===== config.mk =====
export PLATFORM = sky130hd
export DESIGN_NAME = strap_sampler
export DESIGN_NICKNAME = d
export VERILOG_FILES = /design/src/rtl/strap_pkg.sv /design/src/rtl/strap_sync.sv /design/src/rtl/strap_timer.sv /design/src/rtl/strap_latch.sv /design/src/rtl/strap_sampler.sv
export SDC_FILE = /design/constraint.sdc
export NUM_CORES = 1
export LEC_CHECK = 0
export BUFFER_PORTS_ARGS = -buffer_cell sky130_fd_sc_hd__buf_2
export CORE_AREA = 2 2 57 59
export CTS_CLUSTER_DIAMETER = 150
export DETAILED_ROUTE_END_ITERATION = 10
export DIE_AREA = 0 0 59 61
export GPL_ROUTABILITY_DRIVEN = 1
export HOLD_SLACK_MARGIN = 0.05
export PLACE_DENSITY = 0.84
export SLEW_MARGIN = 0
export SYNTH_ARGS = -nofsm -noshare
export SYNTH_HDL_FRONTEND = slang
export SYNTH_SLANG_ARGS = --single-unit

===== constraint.sdc =====
create_clock -name clk -period 2.4 [get_ports clk]
set_clock_uncertainty 0.15 [all_clocks]
set_input_delay 0.24 -clock clk [delete_from_list [all_inputs] [get_ports clk]]
set_output_delay 0.24 -clock clk [all_outputs]
set_load 0.03 [all_outputs]

===== src/rtl/strap_pkg.sv =====
package strap_pkg;

  typedef enum logic [2:0] {
    PH_WAIT    = 3'd0,
    PH_SETTLE  = 3'd1,
    PH_CAPTURE = 3'd2,
    PH_HOLD    = 3'd3,
    PH_DRIVE   = 3'd4
  } strap_phase_e;

  // Unstrapped level of each pad: the top frequency bit has a pull-down,
  // every other pad (including mode) has a pull-up.
  function automatic logic [31:0] strap_default_word(int nfs);
    logic [31:0] w;
    w = '0;
    for (int i = 0; i < nfs - 1; i++) w[i] = 1'b1;
    w[nfs] = 1'b1;
    return w;
  endfunction

  // Cycles from the window-start edge to straps_valid rising.
  function automatic int strap_valid_latency(int settle);
    return settle + 2;
  endfunction

endpackage


===== src/rtl/strap_sync.sv =====
module strap_sync #(
  parameter int          W      = 5,
  parameter int          STAGES = 2,
  parameter logic [W-1:0] INIT  = '0
) (
  input  logic         clk,
  input  logic         por_n,
  input  logic [W-1:0] d,
  output logic [W-1:0] q
);
  logic [W-1:0] stg [STAGES];

  generate
    for (genvar s = 0; s < STAGES; s++) begin : g_stage
      if (s == 0) begin : g_first
        always_ff @(posedge clk or negedge por_n) begin
          if (!por_n) stg[0] <= INIT;
          else        stg[0] <= d;
        end
      end else begin : g_next
        always_ff @(posedge clk or negedge por_n) begin
          if (!por_n) stg[s] <= INIT;
          else        stg[s] <= stg[s-1];
        end
      end
    end
  endgenerate

  assign q = stg[STAGES-1];
endmodule


===== src/rtl/strap_timer.sv =====
module strap_timer
  import strap_pkg::*;
#(
  parameter int SETTLE_CYCLES = 28636
) (
  input  logic         clk,
  input  logic         por_n,
  input  logic         supply_good,
  output logic         capture_stb,
  output logic         drive_en,
  output strap_phase_e phase_o
);
  localparam int CW = (SETTLE_CYCLES < 2) ? 1 : $clog2(SETTLE_CYCLES);
  localparam logic [CW-1:0] LAST = CW'(SETTLE_CYCLES - 1);

  strap_phase_e phase_q;
  logic [CW-1:0] cnt_q;
  logic          window_done;

  assign window_done = (cnt_q == LAST);

  always_ff @(posedge clk or negedge por_n) begin
    if (!por_n) begin
      phase_q <= PH_WAIT;
      cnt_q   <= '0;
    end else begin
      case (phase_q)
        PH_WAIT: begin
          cnt_q <= '0;
          if (supply_good) phase_q <= PH_SETTLE;
        end
        PH_SETTLE: begin
          if (!supply_good) begin
            phase_q <= PH_WAIT;
            cnt_q   <= '0;
          end else if (window_done) begin
            phase_q <= PH_CAPTURE;
          end else begin
            cnt_q <= cnt_q + 1'b1;
          end
        end
        PH_CAPTURE: phase_q <= PH_HOLD;
        PH_HOLD:    phase_q <= PH_DRIVE;
        default:    phase_q <= PH_DRIVE;
      endcase
    end
  end

  assign capture_stb = (phase_q == PH_CAPTURE);
  assign drive_en    = (phase_q == PH_DRIVE);
  assign phase_o     = phase_q;


  settle_abort_chk: assert property (@(posedge clk) disable iff (!por_n)
    (phase_q == PH_SETTLE && !supply_good) |=> (phase_q == PH_WAIT));


  settle_bound_chk: assert property (@(posedge clk) disable iff (!por_n)
    (phase_q == PH_SETTLE) |-> (cnt_q <= LAST));


  capture_after_full_window_chk: assert property (@(posedge clk) disable iff (!por_n)
    $rose(capture_stb) |-> ($past(cnt_q) == LAST));

endmodule


===== src/rtl/strap_latch.sv =====
module strap_latch #(
  parameter int           W    = 5,
  parameter logic [W-1:0] INIT = '0
) (
  input  logic         clk,
  input  logic         por_n,
  input  logic         capture_stb,
  input  logic [W-1:0] d,
  output logic [W-1:0] q,
  output logic         locked
);
  logic [W-1:0] q_r;
  logic         locked_r;

  always_ff @(posedge clk or negedge por_n) begin
    if (!por_n) begin
      q_r      <= INIT;
      locked_r <= 1'b0;
    end else if (capture_stb && !locked_r) begin
      q_r      <= d;
      locked_r <= 1'b1;
    end
  end

  assign q      = q_r;
  assign locked = locked_r;


  frozen_after_lock_chk: assert property (@(posedge clk) disable iff (!por_n)
    locked_r |=> ($stable(q_r) && locked_r));


  no_recapture_chk: assert property (@(posedge clk) disable iff (!por_n)
    locked_r |-> !capture_stb);

endmodule


===== src/rtl/strap_sampler.sv =====
module strap_sampler
  import strap_pkg::*;
#(
  parameter int NUM_FS        = 4,
  parameter int SYNC_STAGES   = 2,
  parameter int SETTLE_CYCLES = 28636
) (
  input  logic              clk,
  input  logic              por_n,
  input  logic              supply_good,
  input  logic [NUM_FS:0]   pad_in,
  input  logic              stop_pin_in,
  output logic [NUM_FS:0]   pad_oe,
  output logic              ref0_oe,
  output logic              cpu_stop_n,
  output logic [NUM_FS-1:0] freq_code,
  output logic              mode_bit,
  output logic              straps_valid
);
  localparam int              STRAP_W  = NUM_FS + 1;
  localparam logic [31:0]     DEF_WORD = strap_default_word(NUM_FS);
  localparam logic [STRAP_W-1:0] DEF   = DEF_WORD[STRAP_W-1:0];

  logic [STRAP_W-1:0] pad_sync;
  logic [STRAP_W-1:0] strap_q;
  logic               capture_stb;
  logic               drive_en;
  logic               locked;
  strap_phase_e       phase;

  strap_sync #(.W(STRAP_W), .STAGES(SYNC_STAGES), .INIT(DEF)) u_sync (
    .clk(clk), .por_n(por_n), .d(pad_in), .q(pad_sync)
  );

  strap_timer #(.SETTLE_CYCLES(SETTLE_CYCLES)) u_timer (
    .clk(clk), .por_n(por_n), .supply_good(supply_good),
    .capture_stb(capture_stb), .drive_en(drive_en), .phase_o(phase)
  );

  strap_latch #(.W(STRAP_W), .INIT(DEF)) u_latch (
    .clk(clk), .por_n(por_n), .capture_stb(capture_stb),
    .d(pad_sync), .q(strap_q), .locked(locked)
  );

  assign straps_valid = drive_en;
  assign pad_oe       = {STRAP_W{drive_en}};
  assign freq_code    = strap_q[NUM_FS-1:0];
  assign mode_bit     = strap_q[NUM_FS];
  assign ref0_oe      = drive_en & strap_q[NUM_FS];
  assign cpu_stop_n   = (drive_en && !strap_q[NUM_FS]) ? stop_pin_in : 1'b1;


  drive_follows_capture_chk: assert property (@(posedge clk) disable iff (!por_n)
    $rose(straps_valid) |-> $past(capture_stb, 2));


  valid_needs_lock_chk: assert property (@(posedge clk) disable iff (!por_n)
    straps_valid |-> locked);


  valid_sticky_chk: assert property (@(posedge clk) disable iff (!por_n)
    straps_valid |=> straps_valid);


  pads_quiet_in_window_chk: assert property (@(posedge clk) disable iff (!por_n)
    (phase != PH_DRIVE) |-> (pad_oe == '0));

endmodule


==> summary by stage <==
Yosys
The share of synthesized area in the top cell type comes to 34.67%. The dominant cell type by area after synthesis is dfrtp_1. The number of distinct library cells after synthesis is 46. dfrtp_1 is the most common cell in the netlist. The share of synthesized flip-flops with an asynchronous set or reset is 100.0%. The total number of yosys warnings is 0. The count of flip-flops with a built-in enable after synthesis is 0. The mapped netlist covers 1588 um^2. Sequential elements use 54.53% of the synthesized area. The synthesized instance count is 141. By area the synthesized netlist is led by dfrtp_1, dfstp_2, mux2_2. By count the netlist is led by dfrtp_1, dfstp_2, nand2_1, nor2_1, o21ai_0. The number of synthesized register bits is 34. In the synthesized netlist the dominant register cell turns out to be dfrtp_1. The average instance in the mapped netlist occupies 11.26 um^2. The net count after synthesis is 151.

CTS
Post-CTS repair changed the size of 0 cells. The number of levels the H-tree was split into is 2. For the worst-skew pair, the clock arrives at the later sink with an insertion delay of 330 ps.

The tree is rooted in a clkbuf_4. TritonCTS built the clock tree. The clock tree buffer depth is 2.

In this run, CTS created clock tree buffers numbering 5. Clock tree synthesis found a total of 34 sinks. After clock tree synthesis, the clock-pin slew on the worst setup and hold paths is 90 ps.

Timing
Setup repair after global routing left no endpoint under its margin. The number of failing setup endpoints in the final timing report is 0. Measured against its own limit, the worst slew margin works out to 53.21%. In the final timing run, aggregate negative setup slack is 0 ps.

The maximum achievable frequency is 473.8 MHz. The measured slew at the worst slew-check pin is 701.8 ps. After layout, the worst path uses 87.95% of the clock period.

The final period demand of the worst path is 2111 ps. The number of failing hold endpoints at the final stage is 0. The final count of pins violating max slew is 0.

Power
The fraction of power consumed by sequential logic is 53.7%. The clock network burns 37.9% of the power. The maximum resistive drop on vdd is 0.4255 mV.

The switching power share of the total is 22.64%. Summed over all cells, the static leakage comes to 0.0007808 uW. The combinational fraction of design power is 8.4%. The analysis attributes to net switching a power of 256.0 uW. The design draws 1131 uW. The internal power component is 874.9 uW. The total power per unit cell area is 625.1 nW/um^2.

Worst setup path
In this run the number of cells on the critical path is 3. Counting both buffers and inverters, the worst setup path holds a total of 1. For this run, the slowest stage of the critical path takes 560 ps. The capture instance of the worst register-to-register path is u_timer.cnt_q[2]. The worst setup path is launched from a flip-flop.

STA puts the critical path data required time at 2010 ps. The critical path's top delay family is simple AND/OR/NAND/NOR gates. The kind of capture point of the worst setup path is a primary output.

The type of the worst setup path is reg -> out. Following the worst setup path forward leads to its endpoint at ref0_oe. In this run the worst setup path begins at u_timer.phase_o[2].

Traced cell by cell, the critical path runs through nor3b_2 > and2_1 > buf_2. The data arrival time at the worst-slack endpoint is 1720 ps. The worst register-to-register path has a setup slack of 490 ps. Of all nets on the critical path, the largest fanout is 10. The worst register-to-register path begins at u_timer.cnt_q[0]. Counting cells, the worst reg-to-reg path comes to 5.

For this design, the slowest cell found on the critical path is dfrtp_1.

Placed design
Once detailed placement completed, the half-perimeter wirelength came to 2095 um. At the end of routability-driven placement, the weighted congestion stood at 0.9186. The count of input and output buffers is 21. Once placement finished, the instance area stood at 1664 um^2.

Global route
The first global-routing pass estimated 5002 um of wire. The initial antenna violation count is 0. The number of global-route vias before repair is 1,177. Across every metal layer, demand over resource in global routing totals 18.95%. For this run the aggregate overflow at the end of global routing stands at 0. Entering global routing, the biggest net connects 35 pins.

Drt
The total DRC errors in the routed layout is 0. The routed wire length is 2940 um. The routed length per instance is 14.77 um.

The detail route stage leaves a number of antenna-violating nets equal to 0. The iteration count of the initial detailed-routing pass is 4. The via total after detailed routing is 1,214. The first routing iteration left 97 violations. The post-detailed-route via-to-cell ratio is 6.101.

Final layout
In the final design database the tool counted 175 nets. In the final layout, the share of cells above drive strength 1 is 33.73%. After routing the design area is 1809 um^2.

The final antenna diode count is 0. The number of fill cells in the layout is 240. The utilization after layout is 61.27%. From synthesis to final layout, the design area changed by 13.95%.

Min path
The worst hold path class is in -> reg. The worst hold path passes through 3 cells.

Die
For this design the top-level I/O count stands at 22. The floorplan row count is 20. The die area is 3599 um^2. The effective utilization at floorplan is 53.77%. The core area is 2953 um^2.

The x dimension of the die is 59 um. The die is 61 um tall.

Run
The max-cap check violation count is 0.

Run status
The flow ran to the end, and the final reports show no timing, DRC or antenna violations.
-- stage by stage --
stage | hold WS [ps] | setup WS (ps) | cells
after floorplan | -205.6 | 436.9 | 141
after global placement | 171.0 | 573.6 | 185
after detailed placement | 185.7 | 526.8 | 185
after CTS | 97.75 | 298.4 | 199
after global routing | 126.8 | 199.9 | 199
final | 114.7 | 289.3 | 199
-- final cells by class --
class	count	area [um^2]	share of cell area (%)
clock buffers	7	55.05	3.043
clock inverters	1	30.03	1.660
inverters	1	3.754	0.2075
multi-input cells	96	648.1	35.82
flip-flops and latches	34	865.8	47.86
well taps	33	41.29	2.282
repair buffers	27	165.2	9.129
-- layer usage --
layer	track usage, %	vias to the layer above	wire (um)
li1	-	560	-
met1	21.41	592	1150
met2	32.22	52	1509
met3	4.691	10	211
met4	12.01	0	68
met5	0	-	0
-- worst min-delay path by stage --
stage	startpoint	endpoint	slack, ps
6_report	supply_good	u_timer.phase_o[0]	110
3_3_place_gp	por_n	u_sync.q[3]	170
4_1_cts	supply_good	u_timer.phase_o[0]	100
3_5_place_dp	por_n	u_latch.q[3]	190
5_1_grt	supply_good	u_timer.cnt_q[1]	130
2_1_floorplan	por_n	u_latch.locked	-210
-- state kept, by name, summed over array words and instances, names as in the netlist --
signal and cells:
u_latch.locked 1, u_sync.q 5, u_sync.stg 5, u_latch.q 5, u_timer.phase_o 3, u_timer.cnt_q 15
-- cells by family after synthesis --
logic type / Yosys count / share of synthesized area, %
compound gates: 23 / 9.378
simple gates: 62 / 23.96
mux: 6 / 4.176
fa+ha+maj: 1 / 0.7879
xor+xnor: 4 / 2.207
buf+inv: 11 / 4.964
flops: 34 / 54.53
-- power by group through the flow --
stage	logic, uW	registers, uW	clock network (uW)
2_1_floorplan	66.6	615	0
3_3_place_gp	87.0	616	0
3_5_place_dp	88.8	617	0
4_1_cts	96.5	607	440
5_1_grt	104	609	458
6_report	95.4	607	428
-- worst min-delay path: cells and delay by family --
kind | cells | cell delay (ps)
buf+inv | 1 | 150
simple gates | 2 | 170
-- cells in the final DEF (no fill, tap or decap), types with 5 or more instances in the layout --
master         instances
nand2_1               12
dfrtp_1               22
mux2_2                 5
nand4_1                5
buf_2                 21
dlygate4sd3_1          6
nand3_1                6
o21ai_0                7
dfstp_2               12
nor2_1                 9
clkbuf_4               5
-- repair_timing --
action                    4_1_cts  5_1_grt
buffers inserted                0        0
hold buffers                    6        0
hold endpoints to repair       27        0
(Power assumes the default switching activity.)
